==> src/rtl/alu_bl_pkg.sv <==
package alu_bl_pkg;

  typedef enum logic [4:0] {
    OP_ADD  = 5'b00000,
    OP_ADC  = 5'b00001,
    OP_SUB  = 5'b00010,
    OP_SBC  = 5'b00011,
    OP_AND  = 5'b00100,
    OP_OR   = 5'b00101,
    OP_XOR  = 5'b00110,
    OP_NOT  = 5'b00111,
    OP_LDB0 = 5'b01000,
    OP_LDB1 = 5'b01001,
    OP_LDB2 = 5'b01010,
    OP_LDB3 = 5'b01011,
    OP_ROL  = 5'b01100,
    OP_ROR  = 5'b01101,
    OP_LSL  = 5'b01110,
    OP_ASR  = 5'b01111,
    OP_CMP  = 5'b10000,
    OP_MOV  = 5'b10101,
    OP_NEG  = 5'b10110
  } alu_op_e;

  typedef enum logic [1:0] {
    SH_ROL = 2'd0,
    SH_ROR = 2'd1,
    SH_LSL = 2'd2,
    SH_ASR = 2'd3
  } shift_kind_e;

  // signed overflow of a sum, from the sign bits alone
  function automatic logic add_ovf(input logic a_msb, input logic b_msb, input logic r_msb);
    return (a_msb == b_msb) && (r_msb != a_msb);
  endfunction

  // signed overflow of a difference a - b, from the sign bits alone
  function automatic logic sub_ovf(input logic a_msb, input logic b_msb, input logic r_msb);
    return (a_msb != b_msb) && (r_msb != a_msb);
  endfunction

endpackage

==> src/rtl/alu_addsub.sv <==
module alu_addsub
  import alu_bl_pkg::*;
#(
  parameter int W = 32
) (
  input  logic [W-1:0] opa,
  input  logic [W-1:0] opb,
  input  logic         do_sub,
  input  logic         cin,
  output logic [W-1:0] sum,
  output logic         cout,
  output logic         ovf
);
  logic [W:0] wide;
  logic [W:0] cin_ext;

  assign cin_ext = {{W{1'b0}}, cin};

  always_comb begin
    if (do_sub) wide = {1'b0, opa} - {1'b0, opb} - cin_ext;
    else        wide = {1'b0, opa} + {1'b0, opb} + cin_ext;
    sum  = wide[W-1:0];
    cout = wide[W];
    ovf  = do_sub ? sub_ovf(opa[W-1], opb[W-1], wide[W-1])
                  : add_ovf(opa[W-1], opb[W-1], wide[W-1]);
  end
endmodule

==> src/rtl/alu_shifter.sv <==
module alu_shifter
  import alu_bl_pkg::*;
#(
  parameter int W     = 32,
  parameter int AMT_W = 4
) (
  input  logic [W-1:0]     din,
  input  logic [AMT_W-1:0] amt,
  input  shift_kind_e      kind,
  output logic [W-1:0]     dout
);
  logic [AMT_W:0][W-1:0] stage;

  assign stage[0] = din;

  for (genvar k = 0; k < AMT_W; k++) begin : g_stage
    localparam int DIST = 1 << k;
    logic [W-1:0] moved;
    always_comb begin
      case (kind)
        SH_ROL:  moved = {stage[k][W-DIST-1:0], stage[k][W-1:W-DIST]};
        SH_ROR:  moved = {stage[k][DIST-1:0], stage[k][W-1:DIST]};
        SH_LSL:  moved = {stage[k][W-DIST-1:0], {DIST{1'b0}}};
        default: moved = {{DIST{stage[k][W-1]}}, stage[k][W-1:DIST]};
      endcase
    end
    assign stage[k+1] = amt[k] ? moved : stage[k];
  end

  assign dout = stage[AMT_W];
endmodule

==> src/rtl/alu_byteload.sv <==
module alu_byteload #(
  parameter int W      = 32,
  parameter int LANES  = W / 8,
  parameter int LANE_W = $clog2(LANES)
) (
  input  logic [W-9:0]      keep_bits,
  input  logic [7:0]        imm,
  input  logic [LANE_W-1:0] lane,
  output logic [W-1:0]      dout
);
  logic [LANES-1:0][W-1:0] cand;

  for (genvar g = 0; g < LANES; g++) begin : g_lane
    if (g == 0) begin : g_low
      assign cand[g] = {{(W-8){1'b0}}, imm};
    end else if (g == LANES - 1) begin : g_top
      assign cand[g] = {imm, keep_bits[8*g-1:0]};
    end else begin : g_mid
      assign cand[g] = {{(W-8*g-8){1'b0}}, imm, keep_bits[8*g-1:0]};
    end
  end

  assign dout = cand[lane];
endmodule

==> src/rtl/alu_bytelane_core.sv <==
module alu_bytelane_core
  import alu_bl_pkg::*;
#(
  parameter int W     = 32,
  parameter int AMT_W = 4
) (
  input  logic             clk,
  input  logic             rst_n,
  input  logic             issue,
  input  logic [4:0]       op_code,
  input  logic [W-1:0]     src_a,
  input  logic [W-1:0]     src_b,
  input  logic [AMT_W-1:0] small_amt,
  input  logic             use_imm,
  input  logic [W-1:0]     prev_dst,
  input  logic             carry_in,
  output logic [W-1:0]     result,
  output logic             res_we,
  output logic             flag_we,
  output logic             zero_f,
  output logic             carry_f,
  output logic             neg_f,
  output logic             ovf_f
);
  localparam int LANES  = W / 8;
  localparam int LANE_W = $clog2(LANES);

  // operand selection for the shared adder
  logic [W-1:0] imm_small, imm_byte;
  logic [W-1:0] as_a, as_b, as_sum;
  logic         as_sub, as_cin, as_cout, as_ovf;
  logic [W-1:0] sh_out, bl_out;

  // named decode events
  logic ev_addsub, ev_logic, ev_load, ev_shift, ev_cmp, ev_mov, ev_neg;
  logic ev_known;

  logic [W-1:0] nxt_res;
  logic         nxt_we, nxt_fwe, nxt_c, nxt_v;

  assign imm_small = {{(W-AMT_W){1'b0}}, small_amt};
  assign imm_byte  = {{(W-8){1'b0}}, src_b[7:0]};

  assign ev_addsub = (op_code[4:2] == 3'b000);
  assign ev_logic  = (op_code[4:2] == 3'b001);
  assign ev_load   = (op_code[4:2] == 3'b010);
  assign ev_shift  = (op_code[4:2] == 3'b011);
  assign ev_cmp    = (op_code == OP_CMP);
  assign ev_mov    = (op_code == OP_MOV);
  assign ev_neg    = (op_code == OP_NEG);
  assign ev_known  = ev_addsub | ev_logic | ev_load | ev_shift | ev_cmp | ev_mov | ev_neg;

  always_comb begin
    as_a   = ev_neg ? '0 : src_a;
    as_sub = (ev_addsub & op_code[1]) | ev_cmp | ev_neg;
    as_cin = ev_addsub & op_code[0] & carry_in;
    if (ev_neg)      as_b = src_a;
    else if (ev_cmp) as_b = use_imm ? imm_byte : src_b;
    else             as_b = use_imm ? imm_small : src_b;
  end

  alu_addsub #(.W(W)) u_addsub (
    .opa    (as_a),
    .opb    (as_b),
    .do_sub (as_sub),
    .cin    (as_cin),
    .sum    (as_sum),
    .cout   (as_cout),
    .ovf    (as_ovf)
  );

  alu_shifter #(.W(W), .AMT_W(AMT_W)) u_shifter (
    .din  (src_a),
    .amt  (small_amt),
    .kind (shift_kind_e'(op_code[1:0])),
    .dout (sh_out)
  );

  alu_byteload #(.W(W), .LANES(LANES), .LANE_W(LANE_W)) u_byteload (
    .keep_bits (prev_dst[W-9:0]),
    .imm       (src_b[7:0]),
    .lane      (op_code[LANE_W-1:0]),
    .dout      (bl_out)
  );

  always_comb begin
    nxt_res = '0;
    nxt_we  = 1'b0;
    nxt_fwe = ev_known;
    nxt_c   = carry_in;
    nxt_v   = 1'b0;
    if (ev_addsub || ev_cmp || ev_neg) begin
      nxt_res = as_sum;
      nxt_we  = !ev_cmp;
      nxt_c   = as_cout;
      nxt_v   = as_ovf;
    end else if (ev_logic) begin
      nxt_we = 1'b1;
      case (op_code)
        OP_AND:  nxt_res = src_a & src_b;
        OP_OR:   nxt_res = src_a | src_b;
        OP_XOR:  nxt_res = src_a ^ src_b;
        default: nxt_res = ~src_a;
      endcase
    end else if (ev_load) begin
      nxt_we  = 1'b1;
      nxt_res = bl_out;
    end else if (ev_shift) begin
      nxt_we  = 1'b1;
      nxt_res = sh_out;
    end else if (ev_mov) begin
      nxt_we  = 1'b1;
      nxt_res = src_b;
    end
  end

  always_ff @(posedge clk or negedge rst_n) begin
    if (!rst_n) begin
      result  <= '0;
      res_we  <= 1'b0;
      flag_we <= 1'b0;
      zero_f  <= 1'b0;
      carry_f <= 1'b0;
      neg_f   <= 1'b0;
      ovf_f   <= 1'b0;
    end else if (issue) begin
      result  <= nxt_res;
      res_we  <= nxt_we;
      flag_we <= nxt_fwe;
      zero_f  <= (nxt_res == '0);
      carry_f <= nxt_c;
      neg_f   <= nxt_res[W-1];
      ovf_f   <= nxt_v;
    end else begin
      res_we  <= 1'b0;
      flag_we <= 1'b0;
    end
  end
endmodule

==> config.mk <==
export PLATFORM = sky130hd
export DESIGN_NAME = alu_bytelane_core
export DESIGN_NICKNAME = d
export VERILOG_FILES = /design/src/rtl/alu_bl_pkg.sv /design/src/rtl/alu_addsub.sv /design/src/rtl/alu_shifter.sv /design/src/rtl/alu_byteload.sv /design/src/rtl/alu_bytelane_core.sv
export SDC_FILE = /design/constraint.sdc
export NUM_CORES = 1
export LEC_CHECK = 0
export ABC_CLOCK_PERIOD_IN_PS = 900
export BUFFER_PORTS_ARGS = -buffer_cell sky130_fd_sc_hd__buf_2
export CAP_MARGIN = 20
export CORE_ASPECT_RATIO = 1.4
export CORE_MARGIN = 1
export CORE_UTILIZATION = 50
export CTS_CLUSTER_DIAMETER = 80
export DETAILED_ROUTE_END_ITERATION = 8
export HOLD_SLACK_MARGIN = 0.03
export PLACE_DENSITY = 0.79
export SLEW_MARGIN = 15
export SYNTH_ARGS = -nofsm -noshare
export SYNTH_HDL_FRONTEND = slang
export SYNTH_SLANG_ARGS = --single-unit
==> constraint.sdc <==
create_clock -name clk -period 0.9 [get_ports clk]
set_input_delay 0.045 -clock clk [delete_from_list [all_inputs] [get_ports clk]]
set_output_delay 0.045 -clock clk [all_outputs]
set_load 0.02 [all_outputs]
==> results of run 1 <==
==> routing by layer <==
metal / GRT overflow / GRT usage
met2: 301 / 1.03
met3: 11 / 0.777
met1: 11 / 0.859
met4: 206 / 0.982
met5: 1 / 0.446
==> kinds of logic after synthesis <==
group,share of synthesized area
AO/OA/AOI/OAI,0.319
buffers and inverters,0.105
multiplexers,0.136
adder cells (fa/ha/maj),0.148
XOR/XNOR,0.0301
AND/OR/NAND/NOR,0.195
flip-flops,0.0678
==> per-stage QoR <==
step / setup TNS, ns / area (sq um) / cells / setup slack (ns) / utilization
floorplan: -88.02 / 14000 / 1936 / -3.14 / -
global placement: -101.32 / 19400 / 2940 / -3.58 / 0.722
detailed placement: -104.21 / 19400 / 2940 / -3.64 / 0.722
CTS: -87.13 / 21600 / 3021 / -3.18 / 0.804
==> what timing repair did <==
item / in CTS
setup endpoints to repair: 39
hold endpoints to repair: 37
gates cloned: 7
buffers inserted: 75
pin swaps: 97
hold buffers: 1
resized for setup: 260
==> out/metrics.cfg, run 1 <==
[synth]
avgSynthCellArea_sq_um = 7.06
synthCells = 1936
ys_seq_elements = 37
seq_area_frac_synth = 0.0678
syn-num-nets = 2205
synth_area_leaders = ha_1, mux2i_1, dfrtp_1
yosys.area.top_type_share = 0.142
synthArstFlopShare = 1.00
synth_cell_types = 97
syn-cell-area_sq_um = 13700
synth_top_flop_cell = dfrtp_1
synth_edf_count = 0
synth_most_common_cell = nor2_1
synth_area_leader_cell = ha_1
yosys_warnings = 0
synthTopCellsByCount = nor2_1, inv_1, nand2_1

[sta]
postGrtWorstEndpoint = zero_f$_DFFE_PN0P_/D
worstEpCategory = sequential cell input

[clocking]
h-tree-depth = 2
cts_buffers = 5
clockBufferDepth = 2
cts-root-buf = clkbuf_16
cts_sinks = 37

[status]
lastStage = global routing
status = stopped before the end
error = [ERROR GRT-0232] Routing congestion too high. Check the congestion heatmap in the GUI.

[die]
start_util = 0.509
num_rows = 71
io_pins = 148
die_w_um = 142
fp.dieH_um = 198

[placed_design]
dp_hpwl_mm = 59.5
numPortBuffers = 139
gp_congestion = 1.12

[global_routing]
grtUsageTotal = 0.895
grt_overflow = 530
grt_start_max_net_pins = 68

==> run 2, diff against run 1 <==
- CORE_ASPECT_RATIO: 1.4 -> unset
- CORE_UTILIZATION: 50 -> 35
- CTS_CLUSTER_DIAMETER: 80 -> unset
- HOLD_SLACK_MARGIN: 0.03 -> unset
- PLACE_DENSITY: 0.79 -> unset
- PLACE_DENSITY_LB_ADDON: unset -> 0.15
==> run 2 against run 1 <==
Compared with the run above: the flow now finishes, with violations (negative setup slack); synthesized cell count did not move; synthesized area stayed put.
==> out/metrics.cfg, run 2 <==
[sta]
fin_crit_ns = 3.97
holdWs_ns = 0.190
clock_skew_ns = 0
setup_ws_ns = -3.07
setup-violations-final = 37
finalHoldViolCount = 0
rsz0062_at_grt = yes
timing.fmax_mhz = 252
max-slew-margin-rel = 0.442
worstMarginPinSlew_ns = 0.838
fin_crit_sh = 4.41
maxSlewViolCount = 0

[worst_setup_path]
cp_common_cell = buf_4
reg2reg_from = ovf_f
worstReg2RegEnd = ovf_f
cp-start-kind = input port
r2r_cells = 3
path_max_fanout = 8
critPathCaptureType = flop
crit_family = simple AND/OR/NAND/NOR gates
arrival_ns = 4.14
crit_type = in -> reg
slowest_stage = nor4_2
path_buf_inv = 7
ff2ff_setup_slack_ns = 0
crit_required_ns = 1.07
slowest_delay_ns = 0.31

[die]
num_rows = 72  ; +1.4%
dieArea_sq_um = 39800
core_sq_um = 38600
die_w_um = 200  ; +41%
start_util = 0.354  ; -0.155
fp.dieH_um = 200  ; +1.0%
io_pins = 148  ; unchanged

[placed_design]
dp_hpwl_mm = 65.2  ; +9.7%
gp_congestion = 1.06  ; -5.8%
numPortBuffers = 139  ; unchanged

[synth]
synth_xor_area_frac = 0.0301  ; unchanged
seq_area_frac_synth = 0.0678  ; unchanged
syn-cell-area_sq_um = 13700  ; unchanged
synth_compound_area_frac = 0.319  ; unchanged
synth_area_leader_cell = ha_1
synth_mux_area_frac = 0.136  ; unchanged
synthArstFlopShare = 1.00  ; unchanged
avgSynthCellArea_sq_um = 7.06  ; unchanged
yosys.area.top_type_share = 0.142  ; unchanged
synth_edf_count = 0  ; unchanged
synth_area_leaders = ha_1, mux2i_1, dfrtp_1
synth_most_common_cell = nor2_1
yosys.area_share.simple = 0.195  ; unchanged
synth_top_flop_cell = dfrtp_1
ys_seq_elements = 37  ; unchanged
synth_top_family_by_area = compound AO/OA/AOI/OAI gates
synthTopCellsByCount = nor2_1, inv_1, nand2_1
yosys_warnings = 0  ; unchanged
yosys.area_share.adder = 0.148  ; unchanged
synthCells = 1936  ; unchanged
synth_cell_types = 97  ; unchanged
syn-num-nets = 2205  ; unchanged

[final_layout]
layout_common_cells = buf_4, nor2_1, inv_1
fillCellCount = 3709
final_common_cell = buf_4
synthToLayoutAreaGrowth_pct = 64.8
drive_above_1_share = 0.462
nets = 2946
regMostFlops = result
largest_reg_flops = 32

[worst_hold_path]
hp-start = carry_in
holdPathStages = 4
worst_hold_path_type = in -> reg
min_to = carry_f

[power_and_ir_drop]
totalPowerFinal_mw = 21.6
power_density_nw_per_um2 = 959
irDropWorstVdd_mv = 0.875
static-leakage-power_nw = 10.7

[global_routing]
grt_start_max_net_pins = 101
grt_antenna_before_repair = 3
grt_pass1_wl_mm = 116
grtUsageTotal = 0.396
grt_pass1_vias = 18100
grt_overflow = 0

[routing]
viasPerCell = 5.91
postRouteAntennaNets = 0
vias = 18900
wl_per_cell_um = 25.8
drt-total-wl_mm = 82.7
firstDrtPassIters = 5
drt_iter0_drc = 1704
drc = 0

[clocking]
h-tree-depth = 2  ; unchanged
clk-insertion-delay-late_ns = 0.28
path_clk_slew_ns = 0.05
cts_buffers = 5  ; unchanged
cts-root-buf = clkbuf_16
cts_sinks = 37  ; unchanged
cts_tree = yes
clockBufferDepth = 2  ; unchanged

[flow_run]
cap_violations = 0

[status]
failed_checks = negative setup slack
status = complete, but fails checks

## run 2: cell counts after synthesis
Identical to the previous run, type by type.
## run 2: stage by stage
stage / area (sq um) / setup TNS (ns) / instances / worst slack, ns / utilization
floorplan: 14000 / -88.02 / 1936 / -3.14 / -
global placement: 19800 / -106.70 / 3128 / -3.79 / 0.514
detailed placement: 19800 / -107.55 / 3128 / -3.81 / 0.514
CTS: 21200 / -87.62 / 3163 / -3.06 / 0.550
global route: 22500 / -92.28 / 3197 / -3.32 / 0.584
finish: 22500 / -88.04 / 3198 / -3.07 / 0.584
## run 2: worst max path at each step
stage / startpoint / end / slack (ns) / depth (start not counted)
floorplan: op_code[0] / zero_f / -3.14 / 24
global placement: op_code[0] / zero_f / -3.79 / 21
detailed placement: op_code[0] / zero_f / -3.81 / 21
CTS: op_code[0] / zero_f / -3.06 / 20
global route: op_code[0] / zero_f / -3.32 / 22
finish: op_code[0] / zero_f / -3.07 / 25
## run 2: cell type report
cell class                      instances  area (sq um)  area share
Sequential cell                        37           926      0.0411
Clock buffer                            5           125     0.00556
Clock inverter                          3          17.5    0.000778
Timing Repair Buffer                  894          6970       0.309
Inverter                              175           673      0.0299
Antenna cell                            2          5.00    0.000222
Tap cell                              518           648      0.0288
Multi-Input combinational cell       1564         13200       0.584
## run 2: worst min-delay path, delay by kind of cell
kind                   cells  cell delay, ns
buffers and inverters      1            0.16
and+or+nand+nor            2            0.13
AOI/OAI and AO/OA          1            0.10
## run 2: power by group
group	internal [mW]	switching, mW
registers	1.92	0.153
logic	8.46	9.36
clock network	1.01	0.677
total	11.4	10.2
## run 2: what timing repair did
item / CTS / global route
hold buffers: 1 / 0
hold endpoints to repair: 37 / 0
pin swaps: 49 / 88
gates cloned: 4 / 7
resized for setup: 195 / 201
setup endpoints to repair: 37 / 47
buffers inserted: 25 / 33
## run 2: kinds of logic (layout without fill, tap and decap cells)
kind of cell	after synthesis	after routing
AOI/OAI and AO/OA	633	633
and+or+nand+nor	575	575
buffers and inverters	335	1077
adders and majority gates	159	159
muxes	150	150
xor gates and xnor gates	47	47
DFF	37	37
other	0	2
## run 2: metal layers
| layer | vias to the layer above | track usage | routed length [um] |
|---|---|---|---|
| li1 | 8605 | - | - |
| met1 | 9165 | 0.536 | 34700 |
| met2 | 968 | 0.629 | 36200 |
| met3 | 166 | 0.0616 | 7990 |
| met4 | 2 | 0.148 | 3800 |
| met5 | - | 0 | 13 |
No activity file was read; power rests on OpenSTA's default activity.
